`config.mk`:
```
export PLATFORM = sky130hd
export DESIGN_NAME = swp_detector
export DESIGN_NICKNAME = d
export VERILOG_FILES = /design/src/rtl/swp_pkg.sv /design/src/rtl/swp_window_timer.sv /design/src/rtl/swp_ctrl.sv /design/src/rtl/swp_datapath.sv /design/src/rtl/swp_detector.sv
export SDC_FILE = /design/constraint.sdc
export NUM_CORES = 1
export LEC_CHECK = 0
export BUFFER_PORTS_ARGS = -buffer_cell sky130_fd_sc_hd__buf_2
export CORE_MARGIN = 10
export CORE_UTILIZATION = 40
export DETAILED_ROUTE_END_ITERATION = 16
export PLACE_DENSITY = 0.77
export RECOVER_POWER = 50
export SYNTH_ARGS = -nofsm -noshare
export SYNTH_HDL_FRONTEND = slang
export SYNTH_SLANG_ARGS = --single-unit
```
`constraint.sdc`:
```
create_clock -name clk -period 1.5 [get_ports clk]
set_clock_uncertainty 0.1 [all_clocks]
set_input_delay 0.15 -clock clk [delete_from_list [all_inputs] [get_ports clk]]
set_output_delay 0.15 -clock clk [all_outputs]
set_load 0.02 [all_outputs]
```
`src/rtl/swp_pkg.sv`:
```
package swp_pkg;

  // Low-16-bit address keys used by the code sequences
  localparam logic [15:0] KEY_ADDR_MID = 16'h5555;
  localparam logic [15:0] KEY_ADDR_ALT0 = 16'h2AAA;
  localparam logic [15:0] KEY_ADDR_ALT1 = 16'hAAAA;

  // Data keys
  localparam logic [7:0] KEY_DATA_OPEN = 8'hAA;
  localparam logic [7:0] KEY_DATA_ECHO = 8'h55;
  localparam logic [7:0] KEY_DATA_LOCK = 8'hA0;
  localparam logic [7:0] KEY_DATA_PREP = 8'h80;
  localparam logic [7:0] KEY_DATA_FREE = 8'h20;

  // Classification of one write event
  typedef enum logic [2:0] {
    TK_NONE,
    TK_OPEN,
    TK_ECHO,
    TK_LOCK,
    TK_PREP,
    TK_FREE
  } tokenT;

  // Matcher position
  typedef enum logic [2:0] {
    ST_IDLE,
    ST_HAVE_OPEN,
    ST_HAVE_ECHO,
    ST_ARMED,
    ST_REL_PREP,
    ST_REL_OPEN,
    ST_REL_ECHO
  } stateT;

  // Strobes from control to datapath, at most one set per write
  typedef struct packed {
    logic codeStep;
    logic armedWrite;
    logic releaseDone;
    logic plainWrite;
  } strobeT;

endpackage

```
`src/rtl/swp_window_timer.sv`:
```
module swp_window_timer #(
  parameter int WINDOW = 64
) (
  input  logic clk,
  input  logic rst_n,
  input  logic run,
  input  logic restart,
  output logic expired
);

  localparam int CNT_W = (WINDOW < 2) ? 1 : $clog2(WINDOW);
  localparam logic [CNT_W-1:0] LAST = CNT_W'(WINDOW - 1);

  logic [CNT_W-1:0] gapCnt;

  // Fires on the last allowed idle cycle when no write shows up
  assign expired = run && !restart && (gapCnt == LAST);

  always_ff @(posedge clk or negedge rst_n) begin
    if (!rst_n) begin
      gapCnt <= '0;
    end else if (restart || !run || expired) begin
      gapCnt <= '0;
    end else begin
      gapCnt <= gapCnt + 1'b1;
    end
  end

  // The counter is never allowed past the last idle slot
  p_gap_bound_r9: assert property (@(posedge clk) disable iff (!rst_n)
    (run && !restart && gapCnt == LAST) |=> (gapCnt == '0));

endmodule

```
`src/rtl/swp_ctrl.sv`:
```
module swp_ctrl
  import swp_pkg::*;
(
  input  logic   clk,
  input  logic   rst_n,
  input  logic   wrValid,
  input  tokenT  token,
  input  logic   expired,
  output logic   seqActive,
  output strobeT strobe
);

  stateT state, stateNext;

  assign seqActive = (state != ST_IDLE);

  always_comb begin
    stateNext = state;
    strobe    = '0;
    if (wrValid) begin
      stateNext = ST_IDLE;
      unique case (state)
        ST_IDLE: begin
          if (token == TK_OPEN) begin
            stateNext = ST_HAVE_OPEN;
            strobe.codeStep = 1'b1;
          end else begin
            strobe.plainWrite = 1'b1;
          end
        end
        ST_HAVE_OPEN: begin
          if (token == TK_ECHO) begin
            stateNext = ST_HAVE_ECHO;
            strobe.codeStep = 1'b1;
          end else begin
            strobe.plainWrite = 1'b1;
          end
        end
        ST_HAVE_ECHO: begin
          if (token == TK_LOCK) begin
            stateNext = ST_ARMED;
            strobe.codeStep = 1'b1;
          end else if (token == TK_PREP) begin
            stateNext = ST_REL_PREP;
            strobe.codeStep = 1'b1;
          end else begin
            strobe.plainWrite = 1'b1;
          end
        end
        ST_ARMED: begin
          strobe.armedWrite = 1'b1;
        end
        ST_REL_PREP: begin
          if (token == TK_OPEN) begin
            stateNext = ST_REL_OPEN;
            strobe.codeStep = 1'b1;
          end else begin
            strobe.plainWrite = 1'b1;
          end
        end
        ST_REL_OPEN: begin
          if (token == TK_ECHO) begin
            stateNext = ST_REL_ECHO;
            strobe.codeStep = 1'b1;
          end else begin
            strobe.plainWrite = 1'b1;
          end
        end
        ST_REL_ECHO: begin
          if (token == TK_FREE) begin
            strobe.releaseDone = 1'b1;
          end else begin
            strobe.plainWrite = 1'b1;
          end
        end
        default: begin
          strobe.plainWrite = 1'b1;
        end
      endcase
    end else if (expired) begin
      stateNext = ST_IDLE;
    end
  end

  always_ff @(posedge clk or negedge rst_n) begin
    if (!rst_n) begin
      state <= ST_IDLE;
    end else begin
      state <= stateNext;
    end
  end

  // A window expiry always drops the matcher back to idle
  p_expire_to_idle_r9: assert property (@(posedge clk) disable iff (!rst_n)
    expired |=> (state == ST_IDLE));

  // An unmatched write outside the armed slot leaves the matcher idle
  p_mismatch_idle_r8: assert property (@(posedge clk) disable iff (!rst_n)
    (wrValid && token == TK_NONE && state != ST_ARMED) |=> (state == ST_IDLE));

  // Each write produces exactly one strobe, no write produces none
  p_one_strobe_r2: assert property (@(posedge clk) disable iff (!rst_n)
    wrValid |-> ($countones(strobe) == 1));

endmodule

```
`src/rtl/swp_datapath.sv`:
```
module swp_datapath
  import swp_pkg::*;
#(
  parameter int ADDR_W = 17,
  parameter int DATA_W = 8
) (
  input  logic              clk,
  input  logic              rst_n,
  input  logic              wrValid,
  input  logic [ADDR_W-1:0] wrAddr,
  input  logic [DATA_W-1:0] wrData,
  input  strobeT            strobe,
  output tokenT             token,
  output logic              wrAllow,
  output logic              protOn
);

  localparam int KEY_W = 16;

  logic [KEY_W-1:0] addrKey;
  logic isMid, isAlt;

  assign addrKey = wrAddr[KEY_W-1:0];
  assign isMid   = (addrKey == KEY_ADDR_MID);
  assign isAlt   = (addrKey == KEY_ADDR_ALT0) || (addrKey == KEY_ADDR_ALT1);

  always_comb begin
    token = TK_NONE;
    if (isMid && wrData == DATA_W'(KEY_DATA_OPEN)) token = TK_OPEN;
    else if (isAlt && wrData == DATA_W'(KEY_DATA_ECHO)) token = TK_ECHO;
    else if (isMid && wrData == DATA_W'(KEY_DATA_LOCK)) token = TK_LOCK;
    else if (isMid && wrData == DATA_W'(KEY_DATA_PREP)) token = TK_PREP;
    else if (isMid && wrData == DATA_W'(KEY_DATA_FREE)) token = TK_FREE;
  end

  assign wrAllow = wrValid && (strobe.armedWrite || (strobe.plainWrite && !protOn));

  always_ff @(posedge clk or negedge rst_n) begin
    if (!rst_n) begin
      protOn <= 1'b0;
    end else if (wrValid && strobe.armedWrite) begin
      protOn <= 1'b1;
    end else if (wrValid && strobe.releaseDone) begin
      protOn <= 1'b0;
    end
  end

  p_step_blocked_r2: assert property (@(posedge clk) disable iff (!rst_n)
    (wrValid && (strobe.codeStep || strobe.releaseDone)) |-> !wrAllow);

  p_guarded_drop_r5: assert property (@(posedge clk) disable iff (!rst_n)
    (wrValid && protOn && strobe.plainWrite) |-> !wrAllow);

  p_set_by_write_r3: assert property (@(posedge clk) disable iff (!rst_n)
    $rose(protOn) |-> $past(wrValid && wrAllow));

  p_clear_by_code_r7: assert property (@(posedge clk) disable iff (!rst_n)
    $fell(protOn) |-> $past(wrValid && !wrAllow));

  p_quiet_r11: assert property (@(posedge clk) disable iff (!rst_n)
    !wrValid |-> !wrAllow);

endmodule

```
`src/rtl/swp_detector.sv`:
```
module swp_detector
  import swp_pkg::*;
#(
  parameter int ADDR_W = 17,
  parameter int DATA_W = 8,
  parameter int WINDOW = 64
) (
  input  logic              clk,
  input  logic              rst_n,
  input  logic              wrValid,
  input  logic [ADDR_W-1:0] wrAddr,
  input  logic [DATA_W-1:0] wrData,
  output logic              wrAllow,
  output logic              protOn
);

  tokenT  token;
  strobeT strobe;
  logic   seqActive;
  logic   expired;

  swp_datapath #(.ADDR_W(ADDR_W), .DATA_W(DATA_W)) u_dp (
    .clk     (clk),
    .rst_n   (rst_n),
    .wrValid (wrValid),
    .wrAddr  (wrAddr),
    .wrData  (wrData),
    .strobe  (strobe),
    .token   (token),
    .wrAllow (wrAllow),
    .protOn  (protOn)
  );

  swp_ctrl u_ctrl (
    .clk       (clk),
    .rst_n     (rst_n),
    .wrValid   (wrValid),
    .token     (token),
    .expired   (expired),
    .seqActive (seqActive),
    .strobe    (strobe)
  );

  swp_window_timer #(.WINDOW(WINDOW)) u_timer (
    .clk     (clk),
    .rst_n   (rst_n),
    .run     (seqActive),
    .restart (wrValid),
    .expired (expired)
  );

endmodule

```
==> impl_metrics.env <==
export IMPL_synthCells=82
export IMPL_h_tree_depth=1
export IMPL_yosysTopAreaCell="dfrtp_1"
export IMPL_wl_mm=2.42
export IMPL_cp_end_kind="output port"
export IMPL_clk_pin_slew_ns=0.06
export IMPL_numCtsBuffers=3
export IMPL_synth_top_area_share_pct=33.6
export IMPL_synth_warnings=0
export IMPL_cts_num_sinks=10
export IMPL_drv_cap=0
export IMPL_overflow=0
export IMPL_crit_fanout=3
export IMPL_path_class="flip-flop to output port"
export IMPL_place_area_um2=977
export IMPL_leakage_nw=0.491
export IMPL_tritoncts="built"
export IMPL_antenna_diode_count=0
export IMPL_finalSetupTns_ns=-0.199
export IMPL_period_needed_ns=1.69
export IMPL_core_um2=1750
export IMPL_synthesis_area_um2=746
export IMPL_dr_pass1_iters=4
export IMPL_grt_max_degree=11
export IMPL_die_w_um=63.2
export IMPL_ir_worst_vdd_mv=0.507
export IMPL_drc=0
export IMPL_vias=870
export IMPL_postSynth_asyncResetShare_pct=100
export IMPL_cts_root_buf="clkbuf_4"
export IMPL_max_slew_margin_pct=66.1
export IMPL_setup_viol=2
export IMPL_seq_area_frac_synth_pct=33.6
export IMPL_violations="setup timing"
export IMPL_wl_per_cell_um=16.0
export IMPL_synthFlopType="dfrtp_1"
export IMPL_dp_hpwl_mm=1.84
export IMPL_final_cell_mix="26 x buf_2, 12 x buf_4, 10 x nor2_1, 10 x dfrtp_1, 6 x nand2_1"
export IMPL_total_power_uw=605
export IMPL_grt_pass1_vias=914
export IMPL_grt_usage_pct=12.3
export IMPL_cp_required_ns=1.25
export IMPL_cp_start_kind="flip-flop"
export IMPL_io_pin_count=30
export IMPL_cts_buffer_depth=2
export IMPL_synth_edf_count=0
export IMPL_place_congestion=0.902
export IMPL_initial_core_util_pct=42.7
export IMPL_hold_viol=0
export IMPL_min_period_over_period_pct=112
export IMPL_reg2reg_setup_slack_ns=-0.01
export IMPL_layout_drive_gt1_share_pct=46.8
export IMPL_synth_cell_type_count=35
export IMPL_final_net_count=156
export IMPL_synth_avg_cell_area_um2=9.09
export IMPL_drt_iter0_markers=19
export IMPL_critical_path_arrival_ns=1.44
export IMPL_final_antenna_net_count=0
export IMPL_clk_latency_ns=0.27
export IMPL_vias_per_cell=5.76
export IMPL_slowest_stage="dfrtp_1"
export IMPL_ys_ff_latch=10
export IMPL_area_growth_syn_to_layout_pct=47.1
export IMPL_critical_path_cell_chain="and4b_1 -> nand4_1 -> o21ai_1 -> o22ai_1 -> buf_4"
export IMPL_synth_nets=111
export IMPL_status="finished, violations left"
export IMPL_io_buffers=28
export IMPL_die_h_um=63.2
export IMPL_crit_path_max_incr_delay_ns=0.39
export IMPL_antenna_found_initial=0
export IMPL_dieArea_um2=3990
export IMPL_final_area_um2=1100
export IMPL_fin_ws_ns=-0.185
export IMPL_fmax_mhz=593
export IMPL_netlist_top_cells_area="dfrtp_1 34%, nor2_1 5.5%, and4bb_2 5.0%"
export IMPL_tightest_slew_ns=0.508
export IMPL_slew_violations=0
export IMPL_hold_path_class="input pin to flip-flop"
export IMPL_grt_pass1_wl_mm=4.12
export IMPL_final_common_cell="buf_2"
export IMPL_p_per_area_nw_per_um2=551
export IMPL_rsz0062_at_grt="true"
export IMPL_num_rows=15
[metal layers]
layer  up-vias  part of all wire [%]  GRT usage [%]
li1        405                     -              -
met1       402                    39           13.9
met4         0                   4.3           7.65
met2        51                    49           19.4
met5         -                     0              0
met3        12                   7.1           4.42
[stage by stage]
step,worst slack (ns),utilization (%),instances,hold slack [ns]
global route,-0.247,62.9,151,0.0179
detailed placement,-0.0316,56.0,143,-0.0830
CTS,-0.115,60.7,151,0.0308
floorplan,0.0868,-,82,-0.246
global placement,0.00116,56.0,143,-0.0837
finish,-0.185,62.9,151,0.0195
[sequential cells by signal (all words and copies together), names as in the netlist]
name / cells
u_timer.gapCnt: 6
u_ctrl.state: 3
u_dp.protOn: 1
[synth_stat cells, types with 2 or more instances]
cell type	instances
and4b_1	2
nand4_1	4
nand3_1	2
and3_1	2
nor4_1	3
inv_1	3
a22o_1	2
nor3_1	4
nor2_1	11
dfrtp_1	10
nand2_1	6
xnor2_1	3
nor2b_1	2
o21ai_1	2
o21ai_0	4
and4bb_2	3
[cell families after synthesis]
| kind of cell | Yosys count | share of synthesized area [%] |
|---|---|---|
| buf+inv | 3 | 1.51 |
| flops | 10 | 33.6 |
| compound gates | 14 | 12.6 |
| xor+xnor | 4 | 4.70 |
| simple gates | 50 | 46.0 |
| fa+ha+maj | 1 | 1.68 |
[where the power goes]
part	internal, mW	switching, mW
Sequential	0.270	0.00000000622
Clock	0.148	0.0979
Combinational	0.0455	0.0440
Total	0.463	0.142
[path summary, 6_finish.rpt]
check / start / end / depth (start not counted)
hold reg to reg: u_timer.gapCnt[0]$_DFF_PN0_ / u_timer.gapCnt[0]$_DFF_PN0_ / 1
max in group asynchronous: rst_n / u_timer.gapCnt[1]$_DFF_PN0_ / 2
min in group asynchronous: rst_n / u_timer.gapCnt[0]$_DFF_PN0_ / 2
hold / removal: wrValid / u_timer.gapCnt[4]$_DFF_PN0_ / 2
setup / recovery: u_ctrl.state[0]$_DFFE_PN0P_ / wrAllow / 5
setup reg to reg: u_ctrl.state[0]$_DFFE_PN0P_ / u_ctrl.state[2]$_DFFE_PN0P_ / 6
[final cells by class]
| class | instances | area (µm²) |
|---|---|---|
| multi-input cells | 69 | 534 |
| fillers | 149 | 648 |
| flip-flops and latches | 10 | 250 |
| inverters | 3 | 11.3 |
| well taps | 25 | 31.3 |
| clock buffers | 4 | 36.3 |
| repair buffers | 40 | 234 |
[critical path: cells and delay by family (launching register included)]
family	cells	cell delay, ns
buf+inv	1	0.17
compound gates	2	0.26
simple gates	2	0.34
flops	1	0.39
[repair_timing]
| action | CTS | global route |
|---|---|---|
| endpoints found under the setup margin | 1 | 8 |
| hold endpoints to repair | 10 | 0 |
| pin swaps | 6 | 5 |
| hold buffers | 1 | 0 |
| gates resized for setup | 4 | 8 |
| gates cloned | 0 | 0 |
| buffers inserted | 3 | 1 |
Note: power is estimated with default switching activity, not from simulation.
